--- src/rtl/spi_dbuf_pkg.sv ---
package spi_dbuf_pkg;
  typedef enum logic {
    REG_STATUS = 1'b0,
    REG_DATA   = 1'b1
  } reg_sel_e;

  localparam int unsigned ST_RXFULL_POS  = 7;
  localparam int unsigned ST_TXEMPTY_POS = 5;
endpackage

--- src/rtl/spi_dbuf_regs.sv ---
module spi_dbuf_regs
  import spi_dbuf_pkg::*;
#(
  parameter int unsigned DATA_W = 8
) (
  input  logic              clk,
  input  logic              rst_n,
  input  logic              en,
  input  logic              cpu_addr,
  input  logic              cpu_wr,
  input  logic              cpu_rd,
  input  logic [DATA_W-1:0] cpu_wdata,
  input  logic              ld_go,
  input  logic              sh_done,
  input  logic [DATA_W-1:0] sh_rx,
  output logic              tx_empty,
  output logic              rx_full,
  output logic              tx_valid,
  output logic [DATA_W-1:0] tx_buf,
  output logic [DATA_W-1:0] rx_buf
);
  logic tx_arm, rx_arm;
  logic stat_rd, data_wr, data_rd, wr_take, rd_clear;

  assign stat_rd  = cpu_rd && (cpu_addr == REG_STATUS);
  assign data_wr  = cpu_wr && (cpu_addr == REG_DATA);
  assign data_rd  = cpu_rd && (cpu_addr == REG_DATA);
  assign wr_take  = data_wr && tx_arm && tx_empty;
  assign rd_clear = data_rd && rx_arm && rx_full;

  always_ff @(posedge clk or negedge rst_n) begin
    if (!rst_n) begin
      tx_empty <= 1'b1;
      rx_full  <= 1'b0;
      tx_valid <= 1'b0;
      tx_arm   <= 1'b0;
      rx_arm   <= 1'b0;
      tx_buf   <= '0;
      rx_buf   <= '0;
    end else if (!en) begin
      tx_empty <= 1'b1;
      rx_full  <= 1'b0;
      tx_valid <= 1'b0;
      tx_arm   <= 1'b0;
      rx_arm   <= 1'b0;
      tx_buf   <= '0;
      rx_buf   <= '0;
    end else begin
      if (stat_rd) begin
        tx_arm <= tx_empty;
        rx_arm <= rx_full;
      end
      // transmit side: accept from the processor, hand over to the shifter
      if (wr_take) begin
        tx_buf   <= cpu_wdata;
        tx_valid <= 1'b1;
        tx_empty <= 1'b0;
        tx_arm   <= 1'b0;
      end else if (ld_go) begin
        tx_valid <= 1'b0;
        tx_empty <= 1'b1;
      end
      // receive side: a finished byte is kept only if the buffer is free
      if (sh_done && !rx_full) begin
        rx_buf  <= sh_rx;
        rx_full <= 1'b1;
      end else if (rd_clear) begin
        rx_full <= 1'b0;
        rx_arm  <= 1'b0;
      end
    end
  end
endmodule

--- src/rtl/spi_dbuf_shifter.sv ---
module spi_dbuf_shifter #(
  parameter int unsigned DATA_W = 8
) (
  input  logic              clk,
  input  logic              rst_n,
  input  logic              en,
  input  logic              cpol,
  input  logic              cpha,
  input  logic              lsb_first,
  input  logic              sck_tick,
  input  logic              ld_go,
  input  logic [DATA_W-1:0] ld_data,
  input  logic              miso,
  output logic              busy,
  output logic              done,
  output logic [DATA_W-1:0] rx_byte,
  output logic              mosi,
  output logic              sck_out
);
  localparam int unsigned EDGES = 2 * DATA_W;
  localparam int unsigned HW    = $clog2(EDGES);
  localparam logic [HW-1:0] LAST_EDGE = HW'(EDGES - 1);

  logic [HW-1:0]     hcnt;
  logic              sck_int;
  logic [DATA_W-1:0] tx_sh, rx_sh, rx_nxt, tx_nxt;
  logic              lead, last, do_samp, do_adv;

  assign lead    = ~hcnt[0];
  assign last    = (hcnt == LAST_EDGE);
  assign do_samp = cpha ? ~lead : lead;
  assign do_adv  = cpha ? (lead && (hcnt != '0)) : (~lead && !last);

  always_comb begin
    if (lsb_first) begin
      rx_nxt = {miso, rx_sh[DATA_W-1:1]};
      tx_nxt = {1'b0, tx_sh[DATA_W-1:1]};
    end else begin
      rx_nxt = {rx_sh[DATA_W-2:0], miso};
      tx_nxt = {tx_sh[DATA_W-2:0], 1'b0};
    end
  end

  always_ff @(posedge clk or negedge rst_n) begin
    if (!rst_n) begin
      busy    <= 1'b0;
      done    <= 1'b0;
      hcnt    <= '0;
      sck_int <= 1'b0;
      tx_sh   <= '0;
      rx_sh   <= '0;
    end else if (!en) begin
      busy    <= 1'b0;
      done    <= 1'b0;
      hcnt    <= '0;
      sck_int <= 1'b0;
      tx_sh   <= '0;
    end else begin
      done <= 1'b0;
      if (ld_go) begin
        busy    <= 1'b1;
        hcnt    <= '0;
        sck_int <= 1'b0;
        tx_sh   <= ld_data;
      end else if (busy && sck_tick) begin
        sck_int <= ~sck_int;
        if (do_samp) rx_sh <= rx_nxt;
        if (do_adv)  tx_sh <= tx_nxt;
        if (last) begin
          busy <= 1'b0;
          done <= 1'b1;
          hcnt <= '0;
        end else begin
          hcnt <= hcnt + 1'b1;
        end
      end
    end
  end

  assign rx_byte = rx_sh;
  assign mosi    = lsb_first ? tx_sh[0] : tx_sh[DATA_W-1];
  assign sck_out = cpol ^ sck_int;
endmodule

--- src/rtl/spi_dbuf_dp.sv ---
module spi_dbuf_dp
  import spi_dbuf_pkg::*;
#(
  parameter int unsigned DATA_W = 8
) (
  input  logic              clk,
  input  logic              rst_n,
  input  logic              en,
  input  logic              cpol,
  input  logic              cpha,
  input  logic              lsb_first,
  input  logic              rx_ie,
  input  logic              tx_ie,
  input  logic              cpu_addr,
  input  logic              cpu_wr,
  input  logic              cpu_rd,
  input  logic [DATA_W-1:0] cpu_wdata,
  output logic [DATA_W-1:0] cpu_rdata,
  input  logic              sck_tick,
  output logic              sck_out,
  output logic              mosi,
  input  logic              miso,
  output logic              irq_rx,
  output logic              irq_tx
);
  logic              tx_empty_w, rx_full_w, tx_valid_w, busy_w, done_w, ld_go_w;
  logic [DATA_W-1:0] tx_buf_w, rx_buf_w, sh_rx_w, status_w;

  assign ld_go_w = en && tx_valid_w && !busy_w;

  spi_dbuf_regs #(.DATA_W(DATA_W)) u_regs (
    .clk(clk), .rst_n(rst_n), .en(en),
    .cpu_addr(cpu_addr), .cpu_wr(cpu_wr), .cpu_rd(cpu_rd), .cpu_wdata(cpu_wdata),
    .ld_go(ld_go_w), .sh_done(done_w), .sh_rx(sh_rx_w),
    .tx_empty(tx_empty_w), .rx_full(rx_full_w), .tx_valid(tx_valid_w),
    .tx_buf(tx_buf_w), .rx_buf(rx_buf_w)
  );

  spi_dbuf_shifter #(.DATA_W(DATA_W)) u_shift (
    .clk(clk), .rst_n(rst_n), .en(en),
    .cpol(cpol), .cpha(cpha), .lsb_first(lsb_first), .sck_tick(sck_tick),
    .ld_go(ld_go_w), .ld_data(tx_buf_w), .miso(miso),
    .busy(busy_w), .done(done_w), .rx_byte(sh_rx_w),
    .mosi(mosi), .sck_out(sck_out)
  );

  always_comb begin
    status_w = '0;
    status_w[ST_RXFULL_POS]  = rx_full_w;
    status_w[ST_TXEMPTY_POS] = tx_empty_w;
  end

  assign cpu_rdata = (cpu_addr == REG_DATA) ? rx_buf_w : status_w;
  assign irq_rx    = rx_full_w && rx_ie;
  assign irq_tx    = tx_empty_w && tx_ie;
endmodule

--- config.mk ---
export PLATFORM = sky130hd
export DESIGN_NAME = spi_dbuf_dp
export DESIGN_NICKNAME = d
export VERILOG_FILES = /design/src/rtl/spi_dbuf_pkg.sv /design/src/rtl/spi_dbuf_regs.sv /design/src/rtl/spi_dbuf_shifter.sv /design/src/rtl/spi_dbuf_dp.sv
export SDC_FILE = /design/constraint.sdc
export NUM_CORES = 1
export LEC_CHECK = 0
export CAP_MARGIN = 40
export CORE_ASPECT_RATIO = 0.7
export CORE_UTILIZATION = 30
export DETAILED_ROUTE_END_ITERATION = 6
export DONT_BUFFER_PORTS = 1
export PLACE_DENSITY = 0.46
export SETUP_SLACK_MARGIN = 0.5
export SYNTH_ARGS = -nofsm -noshare
export SYNTH_HDL_FRONTEND = slang
export SYNTH_SLANG_ARGS = --single-unit
--- constraint.sdc ---
create_clock -name clk -period 4.1 [get_ports clk]
set_clock_uncertainty 0.1 [all_clocks]
set_input_delay 0.41 -clock clk [delete_from_list [all_inputs] [get_ports clk]]
set_output_delay 0.41 -clock clk [all_outputs]
set_load 0.01 [all_outputs]
* Word level (Yosys, flattened, before mapping)
Index checks and enable logic that the tools add are counted.
W data, S select, Z words.
** Word-level totals
- Bits of input ports :: 21
- Logic and storage cells :: 95
- Bits in registers :: 44
** Operators by class
- Equal/unequal tests :: 9
- Add/subtract/negate cells :: 1
- Bitwise gates (word level) :: 5
- Reduce and logical (&&, ||, !) cells :: 22
- Multiplexer cells :: 45
** Operator list (number)
- $mux W8 :: 11
- $mux W1 :: 30
- $ne A3 B1 Y1 const B :: 6
- $mux W4 :: 4
- $logic_and A1 B1 Y1 :: 15
- $add A4 B1 Y4 const B :: 1
- $eq A4 B4 Y1 const B :: 1
- $ne A2 B1 Y1 const B :: 2
- $not A1 Y1 :: 4
- $reduce_and A2 Y1 :: 2
- $reduce_and A4 Y1 :: 1
- $reduce_bool A4 Y1 :: 1
- $logic_not A1 Y1 :: 3
- $xor A1 B1 Y1 :: 1

* Logic depth before layout (Yosys ltp)
Gate-level depths: netlist of the first run.
- Depth in word-level cells :: 8
- Mapped depth :: 7
- Mapped depth without buffers :: 6

* Hierarchy
From an unflattened synthesis of the first run, not the netlist that was laid out.
** Second synthesis, totals
- Cells, all modules :: 227
- Area total of the unflattened synthesis :: 2381.0 µm²
** By module, submodules not included
- spi_dbuf_shifter :: seq. area each 575.6 µm², area an instance 1351.3 µm², times used 1, cells an instance 122
- spi_dbuf_regs :: seq. area each 526.8 µm², area an instance 948.4 µm², times used 1, cells an instance 94
- spi_dbuf_dp :: seq. area each 0.0 µm², area an instance 81.3 µm², times used 1, cells an instance 11

* Least setup slack after synthesis of the first run
OpenSTA, ideal clock, no wires.
- Path kind :: input to output
- Start :: input port lsb_first
- End :: output port mosi
- Data required time :: 3590 ps
- Buffers on the path :: 2
- Cell stages on the path :: 3
- Data arrival time :: 1248 ps
- Path slack :: 2342 ps
- Cells stage by stage :: buf_2 -> buf_2 -> mux2_2
** On the way
- Longest elaborated chain between the ends :: 1
** RTL lines
- start, declared :: line spi_dbuf_dp.sv:11 : input logic lsb_first,
- $mux W1 :: line spi_dbuf_shifter.sv:81 : assign mosi = lsb_first ? tx_sh[0] : tx_sh[DATA_W-1];
- end, declared :: line spi_dbuf_dp.sv:21 : output logic mosi,
Every way passes these cells.

* Worst setup path in the final report of the first run
- Start :: register u_shift.hcnt[0]
- End :: register u_shift.tx_sh[3]
** On the way
- Longest elaborated chain between the ends :: 6
** RTL lines
- start, declared :: line spi_dbuf_shifter.sv:24 : logic [HW-1:0] hcnt;
- start signal, assigned :: line spi_dbuf_shifter.sv:74 : hcnt <= hcnt + 1'b1;
- $eq A4 B4 Y1 :: line spi_dbuf_shifter.sv:30 : assign last = (hcnt == LAST_EDGE);
- $logic_not A1 Y1 :: line spi_dbuf_shifter.sv:32 : assign do_adv = cpha ? (lead && (hcnt != '0)) : (~lead && !last);
- $logic_and A1 B1 Y1 :: line spi_dbuf_shifter.sv:32
- $mux W1 (*) :: line spi_dbuf_shifter.sv:32
- $ne A3 B1 Y1 (no line) (*)
- $reduce_and A2 Y1 (no line) (*)
- end signal, assigned :: line spi_dbuf_shifter.sv:64 : tx_sh <= ld_data;
- end signal, assigned :: line spi_dbuf_shifter.sv:68 : if (do_adv) tx_sh <= tx_nxt;
- end, declared :: line spi_dbuf_shifter.sv:26 : logic [DATA_W-1:0] tx_sh, rx_sh, rx_nxt, tx_nxt;
Mark *: on every way between the ends. The rest lies on a longest branch, timed or not.
A chain may end at the register's enable or synchronous reset.

==> results of run 1 <==
==> sequential cells by signal (all words and copies together) (netlist names) <==
signal and count:
u_regs.rx_buf 8, u_regs.tx_buf 8, u_shift.done 1, u_shift.rx_byte 8, u_shift.busy 1, u_shift.tx_sh 8, u_shift.sck_int 1, u_regs.tx_empty 1
u_regs.rx_full 1, u_shift.hcnt 4, u_regs.tx_arm 1, u_regs.rx_arm 1, u_regs.tx_valid 1
==> where the power goes <==
group | total, uW | switching, uW | internal [uW]
clock network | 345 | 161 | 184
registers | 458 | 12.3 | 446
logic | 48.5 | 27.6 | 21.0
==> layout make-up <==
type	count	area, sq um
tap	94	118
inverter	4	15.0
sequential	44	1100
clock buffer	5	68.8
fill	712	4520
clock inverter	3	46.3
timing repair buffer	2	37.5
multi-input combinational	160	1000
==> cells by family (layout without fill, tap and decap cells) <==
group / Yosys count / count (layout)
fa+ha+maj: 2 / 2
xor+xnor: 4 / 4
simple gates: 82 / 82
buf+inv: 17 / 14
mux: 23 / 23
flops: 44 / 44
compound gates: 49 / 49
==> metal layers <==
layer  routed length, um  part of all wire  track usage
met5                   0                 0            0
met4                  27            0.0059       0.0286
met3                 201             0.044       0.0390
met2                1680              0.37        0.170
met1                2660              0.58        0.211
==> worst max-delay path: stages (launching register included) <==
cell and delay, ns:
dfrtp_1 0.49, inv_1 0.09, ha_1 0.20, nor3b_1 0.14, o22ai_2 0.25, or2_1 0.38, mux2i_1 0.24
==> timing repair <==
| action | CTS | global route |
|---|---|---|
| gates resized for setup | 0 | 0 |
| hold endpoints to repair | 44 | 0 |
| hold buffers | 2 | 0 |
==> worst min path at each step <==
stage | end | slack (ns) | cells after the start | start
detailed placement | u_shift.rx_byte[1] | 0.02 | 0 | rst_n
CTS | u_regs.tx_arm | 0.09 | 1 | cpu_rd
global route | u_regs.tx_arm | 0.07 | 1 | cpu_rd
finish | u_regs.tx_arm | 0.09 | 1 | cpu_rd
global placement | u_shift.hcnt[0] | 0.02 | 0 | rst_n
floorplan | u_regs.rx_arm | 0.01 | 0 | rst_n
==> cells in the final DEF (no fill, tap or decap), types with 4 or more instances in the layout <==
| cell type | synthesis | routed |
|---|---|---|
| dfrtp_1 | 43 | 43 |
| nand2_1 | 35 | 35 |
| a21oi_1 | 24 | 24 |
| mux2i_1 | 20 | 20 |
| nor2_1 | 17 | 17 |
| and2_1 | 10 | 10 |
| a22o_1 | 8 | 8 |
| o21ai_0 | 6 | 6 |
| o211ai_1 | 6 | 6 |
| clkbuf_8 | 0 | 5 |
| inv_1 | 4 | 4 |
==> stage by stage <==
stage                     worst slack, ns  total power, uW  utilization
after floorplan                      2.34              502            -
after global placement               2.24              504        0.324
after detailed placement             2.18              503        0.324
after CTS                            2.15              864        0.346
after global routing                 2.00              896        0.346
final                                2.14              851        0.346
==> run_results.csv, run 1 <==
group,metric,value,unit
floorplan,ios,33,
finish,stdcell_count,312,
synth,synth_top_family_by_area,"simple AND/OR/NAND/NOR gates",
clock_network,postCtsSetupRepairBufs,0,
synth,ys_seq_elements,44,
sta,hold_viol,0,
clock_network,insertion_delay,0.29,ns
clock_network,clk_path_buf_depth,2,
sta,final_max_slew_viol_count,0,
synth,yosysMostFrequentCell,"dfrtp_1",
synth,avgSynthCellArea,9.94,sq um
clock_network,numCtsBuffers,5,
synth,synth_edf_count,0,
placed_design,dp_cells,302,
power_and_ir_drop,leakage,0.00107,uW
setup_path,worst_r2r_endpoint,"u_shift.tx_sh[3]",
sta,finalSetupTns,0,ns
setup_path,cp.arrival,2.08,ns
sta,slew-limit-headroom,0.507,
flow_run,cap_viol_max_count,0,
global_route,first_global_vias,1429,
setup_path,critPathCaptureType,"flip-flop",
finish,antenna_cells,0,
synth,syn_inst,221,
setup_path,r2r_slack,2.14,ns
setup_path,cp-start-kind,"flip-flop",
setup_path,worst-path-max-fanout,8,
synth,synth_top_area_share,0.490,
floorplan,rows,25,
synth,synth.area.mux_share,0.107,
synth,yosysTopAreaCell,"dfrtp_1",
finish,design_area,2390,sq um
finish,drive_gt1_frac,0.0872,
placed_design,place_area,2240,sq um
synth,ys_warn_count,0,
synth,synth-compound-area-share,0.141,
synth,yosys.area_share.simple,0.182,
min_path,hold_class,"in2reg",
floorplan,die_area,7670,sq um
synth,syn-num-nets,244,
synth,synth_area,2200,sq um
sta,rsz0062_at_grt,"false",
clock_network,cts-root-buf,"clkbuf_8",
routing,drt_iter0_drc,113,
routing,drt_first_pass_iters,4,
routing,viasPerCell,4.79,
clock_network,tritoncts,"yes",
sta,whs,0.0947,ns
synth,ys_async_sr_fraction,1.00,
placed_design,globalplace.congestion,0.723,
synth,synth-xor-area-share,0.0160,
setup_path,path_class,"reg2reg",
floorplan,core_area,6910,sq um
setup_path,required,4.22,ns
sta,period_needed,1.96,ns
setup_path,critPathLaunch,"u_shift.hcnt[0]",
finish,nNetsFinal,240,
placed_design,dpl.hpwl,3180,um
sta,fmax,0.509,GHz
routing,wl_per_cell,14.6,um
clock_network,cts_max_level,2,
routing,vias,1494,
synth,synth_cell_types,36,
global_route,grt_max_degree,45,
floorplan,fp.dieW,104,um
power_and_ir_drop,ir_drop,0.000140,V
synth,synth.top_cells.by_count,"43 x dfrtp_1, 35 x nand2_1, 24 x a21oi_1",
synth,synth_flop_cell,"dfrtp_1",
finish,synthToLayoutAreaGrowth,8.83,%
setup_path,crit_end,"u_shift.tx_sh[3]",
global_route,track_usage,0.133,
routing,drc,0,
setup_path,r2r_start,"u_shift.hcnt[0]",
sta,finalCritPeriodShare,0.479,
synth,ys_seq_area_frac,0.502,
setup_path,r2r_cells,6,
routing,routed_wl,4570,um
power_and_ir_drop,power_density,356,nW/um^2
global_route,grt_pass1_wl,7880,um
clock_network,cts_sinks,44,
synth,synth.area.top_cells,"dfrtp_1 49%, mux2i_1 9.1%, nand2_1 6.0%",
global_route,grt_overflow,0,
clock_network,path_clk_slew,0.09,ns
sta,tightest_slew,0.737,ns
global_route,antenna_found_initial,0,
synth,synth_fa_ha_area_frac,0.0114,
floorplan,die_h,73.6,um
floorplan,initial_core_util,0.318,
status,outcome,"complete, no violations",
placed_design,portBuffers,0,
sta,setup_viol,0,
routing,ant_nets,0,
Note: power is estimated with default switching activity, not from simulation.
==> run 2, diff against run 1 <==
Settings changed: PLACE_DENSITY 0.46 to 0.47.
Clock period 4.1 ns to 1.68 ns, I/O delays scaled along.
==> run_results.csv, run 2 (synthesis gave the netlist of run 1 again) <==
group,metric,value,unit
status,outcome,"finished with violations",
status,violations,"negative hold slack",
power_and_ir_drop,pwr-share-comb,0.074,
power_and_ir_drop,ir_drop,0.000382,V
global_route,grt_use_met1,0.232,
power_and_ir_drop,p_int,1770,uW
routing,drc,0,
clock_network,clk_path_buf_depth,2,
setup_path,worst_r2r_endpoint,"u_shift.tx_sh[2]",
flow_run,cap_viol_max_count,0,
floorplan,die_h,73.6,um
sta,rsz0062_at_grt,"true",
floorplan,die_area,7670,sq um
sta,slew-limit-headroom,0.570,
power_and_ir_drop,swShare,0.211,
global_route,antenna_found_initial,0,
global_route,track_usage,0.160,
global_route,grt.busiest_layer,"met2",
setup_path,r2r_slack,0.11,ns
clock_network,cts_max_level,2,
floorplan,ios,33,
placed_design,portBuffers,0,
routing,drt_iter0_drc,128,
power_and_ir_drop,seqPwrFrac,0.500,
placed_design,pre_cts_ws,-0.0272,ns
global_route,grt_max_degree,45,
floorplan,core_area,6910,sq um
routing,vias,1746,
sta,postLayoutSetupSlackWorst,0.107,ns
sta,finalCritPeriodShare,0.936,
routing,drt_first_pass_iters,4,
finish,design_area,3000,sq um
setup_path,path_class,"reg2reg",
finish,nNetsFinal,284,
global_route,first_global_vias,1717,
sta,setup_viol,0,
setup_path,cp-start-kind,"flip-flop",
setup_path,critPathLaunch,"u_shift.hcnt[0]",
finish,synthToLayoutAreaGrowth,36.6,%
sta,tightest_slew,0.643,ns
placed_design,globalplace.congestion,0.790,
global_route,grt_pass1_wl,9220,um
clock_network,cts-root-buf,"clkbuf_8",
finish,stdcell_count,355,
min_path,hold_class,"in2async",
routing,viasPerCell,4.92,
setup_path,cp.arrival,1.65,ns
setup_path,worst-path-max-fanout,6,
clock_network,insertion_delay,0.30,ns
global_route,grt_overflow,0,
finish,antenna_cells,0,
setup_path,r2r_start,"u_shift.hcnt[0]",
sta,fmax,0.636,GHz
global_route,grt_util_met2,0.234,
clock_network,cts_sinks,44,
sta,whs,-0.545,ns
power_and_ir_drop,power_frac_clock,0.425,
setup_path,r2r_cells,6,
placed_design,place_area,2330,sq um
sta,period_needed,1.57,ns
global_route,grt_use_met3,0.0390,
power_and_ir_drop,leakage,0.00137,uW
setup_path,required,1.75,ns
sta,final_max_slew_viol_count,0,
floorplan,rows,25,
routing,ant_nets,0,
finish,final_common_cell,"dfrtp_1",
finish,final_cell_mix,"40 x dfrtp_1, 30 x nand2_1, 20 x mux2i_1, 20 x buf_4, 18 x a21oi_1",
clock_network,numCtsBuffers,5,
clock_network,path_clk_slew,0.09,ns
placed_design,dpl.hpwl,3350,um
setup_path,critPathCaptureType,"flip-flop",
routing,routed_wl,5610,um
clock_network,tritoncts,"yes",
placed_design,dp_cells,311,
routing,wl_per_cell,15.8,um
floorplan,initial_core_util,0.318,
power_and_ir_drop,power_density,747,nW/um^2
finish,drive_gt1_frac,0.322,
sta,hold_viol,44,
floorplan,fp.dieW,104,um
power_and_ir_drop,power.switching,473,uW
-- run 2: per-stage QoR --
| step | hold slack (ns) | total power [uW] | setup TNS [ns] | util |
|---|---|---|---|---|
| detailed placement | -0.225 | 1240 | -0.0891 | 0.338 |
| CTS | -0.555 | 2260 | 0 | 0.415 |
| global placement | -0.225 | 1240 | 0 | 0.338 |
| global route | -0.568 | 2340 | 0 | 0.434 |
| finish | -0.545 | 2240 | 0 | 0.434 |
| floorplan | -0.228 | 1230 | 0 | - |
-- run 2: how the worst max path moves through the flow --
stage	end	slack, ns	depth (start not counted)
after floorplan	u_shift.tx_sh[1]	0.07	7
after detailed placement	u_shift.tx_sh[3]	-0.03	6
after global placement	u_shift.tx_sh[3]	0.005	6
after global routing	u_shift.tx_sh[2]	0.04	6
after CTS	u_shift.tx_sh[2]	0.11	6
final	u_shift.tx_sh[2]	0.11	6
-- run 2: area by class of cell --
type	count	area, sq um
well taps	94	118
clock inverters	2	60.1
repair buffers	46	460
clock buffers	5	68.8
multi-input cells	160	1170
flip-flops and latches	44	1110
fillers	659	3910
inverters	4	15.0
-- run 2: metal layers --
metal,up-vias,share of wire
met3,5,0.050
met2,40,0.41
met1,856,0.53
met4,0,0.0089
li1,845,-
met5,-,0
-- run 2: timing repair --
action,CTS,global route
hold buffers,14,1
resized for setup,29,26
hold endpoints to repair,70,45
pin swaps,9,7
buffers inserted,16,4
gates cloned,1,1
endpoints found under the setup margin,47,54
-- run 2: critical path, cell delays in order, from the launching register on --
cell and delay (ns):
dfrtp_2 0.44, inv_2 0.06, ha_2 0.15, nor3b_4 0.18, o22ai_2 0.10, or2_4 0.29
mux2i_1 0.13
-- run 2: power by group through the flow --
stage / Sequential [uW] / Clock [uW] / Combinational, uW
floorplan: 1130 / 0 / 103
global placement: 1140 / 0 / 97.1
detailed placement: 1140 / 0 / 96.3
CTS: 1120 / 982 / 159
global route: 1130 / 1030 / 184
finish: 1120 / 952 / 167
==> run 3, diff against run 2 <==
Settings changed: MAX_ROUTING_LAYER set to met4.
==> run_results.csv, run 3 (synthesis gave the netlist of run 1 again) <==
group,metric,value,unit
clock_network,clk_path_buf_depth,2,
status,violations,"negative hold slack",
setup_path,path_depth,6,
finish,drive_gt1_frac,0.322,
setup_path,critPathBufInv,1,
sta,finalSetupTns,0,ns
global_route,grt_max_degree,45,
routing,drc,0,
power_and_ir_drop,power_density,746,nW/um^2
finish,antenna_cells,0,
setup_path,r2r_cells,6,
floorplan,ios,33,
routing,routed_wl,5630,um
clock_network,numCtsBuffers,5,
setup_path,crit_end,"u_shift.tx_sh[2]",
global_route,grt_overflow,0,
floorplan,rows,25,
min_path,hold_class,"in2async",
status,outcome,"finished with violations",
sta,fmax,0.635,GHz
global_route,antenna_found_initial,0,
global_route,first_global_vias,1718,
sta,hold_viol,44,
setup_path,worst_r2r_endpoint,"u_shift.tx_sh[2]",
global_route,grt_use_met1,0.232,
floorplan,core_area,6910,sq um
setup_path,cp-start-kind,"flip-flop",
routing,viasPerCell,4.90,
floorplan,fp.dieW,104,um
sta,final_max_slew_viol_count,0,
routing,wl_per_cell,15.8,um
setup_path,slowest_stage,"dfrtp_2",
floorplan,die_area,7670,sq um
clock_network,cts_max_level,2,
finish,fin_util,0.434,
power_and_ir_drop,leakage,0.00137,uW
setup_path,required,1.75,ns
sta,whs,-0.544,ns
global_route,grt_use_met3,0.0390,
routing,vias,1740,
setup_path,crit_chain,"inv_2 -> ha_2 -> nor3b_4 -> o22ai_2 -> or2_4 -> mux2i_1",
clock_network,cts-root-buf,"clkbuf_8",
clock_network,tritoncts,"yes",
setup_path,path_class,"reg2reg",
global_route,grt_pass1_wl,9220,um
power_and_ir_drop,ir_drop,0.000382,V
setup_path,slowest_delay,0.44,ns
sta,slew-limit-headroom,0.564,
sta,tightest_slew,0.653,ns
global_route,grt_util_met2,0.234,
finish,final_common_cell,"dfrtp_1",
setup_path,r2r_start,"u_shift.hcnt[0]",
placed_design,portBuffers,0,
routing,drt_iter0_drc,129,
setup_path,critPathCaptureType,"flip-flop",
flow_run,cap_viol_max_count,0,
setup_path,cp.arrival,1.65,ns
clock_network,path_clk_slew,0.09,ns
setup_path,critPathLaunch,"u_shift.hcnt[0]",
finish,synthToLayoutAreaGrowth,36.6,%
placed_design,dpl.hpwl,3350,um
clock_network,insertion_delay,0.30,ns
global_route,grt.busiest_layer,"met2",
floorplan,initial_core_util,0.318,
setup_path,r2r_slack,0.11,ns
routing,ant_nets,0,
routing,drt_first_pass_iters,4,
global_route,track_usage,0.165,
placed_design,globalplace.congestion,0.801,
setup_path,worst-path-max-fanout,6,
floorplan,die_h,73.6,um
finish,final_cell_mix,"40 x dfrtp_1, 30 x nand2_1, 20 x mux2i_1, 20 x buf_4, 18 x a21oi_1",
sta,period_needed,1.57,ns
sta,rsz0062_at_grt,"true",
sta,setup_viol,0,
clock_network,cts_sinks,44,
setup_path,cp_top_family,"simple AND/OR/NAND/NOR gates",
sta,finalCritPeriodShare,0.937,
finish,nNetsFinal,284,
## run 3: report_power, final
| part | internal [uW] | leakage [uW] | switching, uW |
|---|---|---|---|
| logic | 92.7 | 0.000700 | 74.2 |
| clock network | 586 | 0.0000642 | 365 |
| registers | 1090 | 0.000602 | 32.5 |
| total | 1770 | 0.00137 | 472 |
## run 3: worst min path at each step
stage,to,slack [ns],cells after the start
floorplan,u_regs.rx_arm,-0.23,0
global placement,u_shift.sck_int,-0.23,0
detailed placement,u_shift.sck_int,-0.23,0
CTS,u_shift.rx_byte[0],-0.56,0
global route,u_shift.rx_byte[0],-0.57,0
finish,u_regs.tx_valid,-0.54,0
## run 3: what timing repair did
action                                  in CTS  in global routing
pin swaps                                    9                  7
buffers inserted                            16                  4
hold buffers                                14                  1
endpoints found under the setup margin      47                 54
hold endpoints to repair                    70                 45
resized for setup                           29                 26
cloned                                       1                  1
## run 3: per-layer routing
metal  vias to the layer above  routed length, um
met5                         -                  0
met4                         0                 50
met3                         5                235
met2                        37               2340
met1                       852               3000
li1                        846                  -
## run 3: per-stage QoR
step	hold slack, ns	cell area (sq um)	total power [uW]	std cells	setup slack [ns]
finish	-0.544	3000	2240	355	0.105
global route	-0.568	3000	2340	355	0.0368
CTS	-0.555	2870	2260	349	0.111
detailed placement	-0.225	2330	1240	311	-0.0272
global placement	-0.225	2330	1240	311	0.00480
floorplan	-0.228	2250	1230	221	0.0710
## run 3: final cells by class
cell class	count	area (sq um)
Fill cell	659	3910
Multi-Input combinational cell	160	1170
Sequential cell	44	1110
Timing Repair Buffer	46	460
Tap cell	94	118
Clock buffer	5	68.8
Clock inverter	2	60.1
Inverter	4	15.0
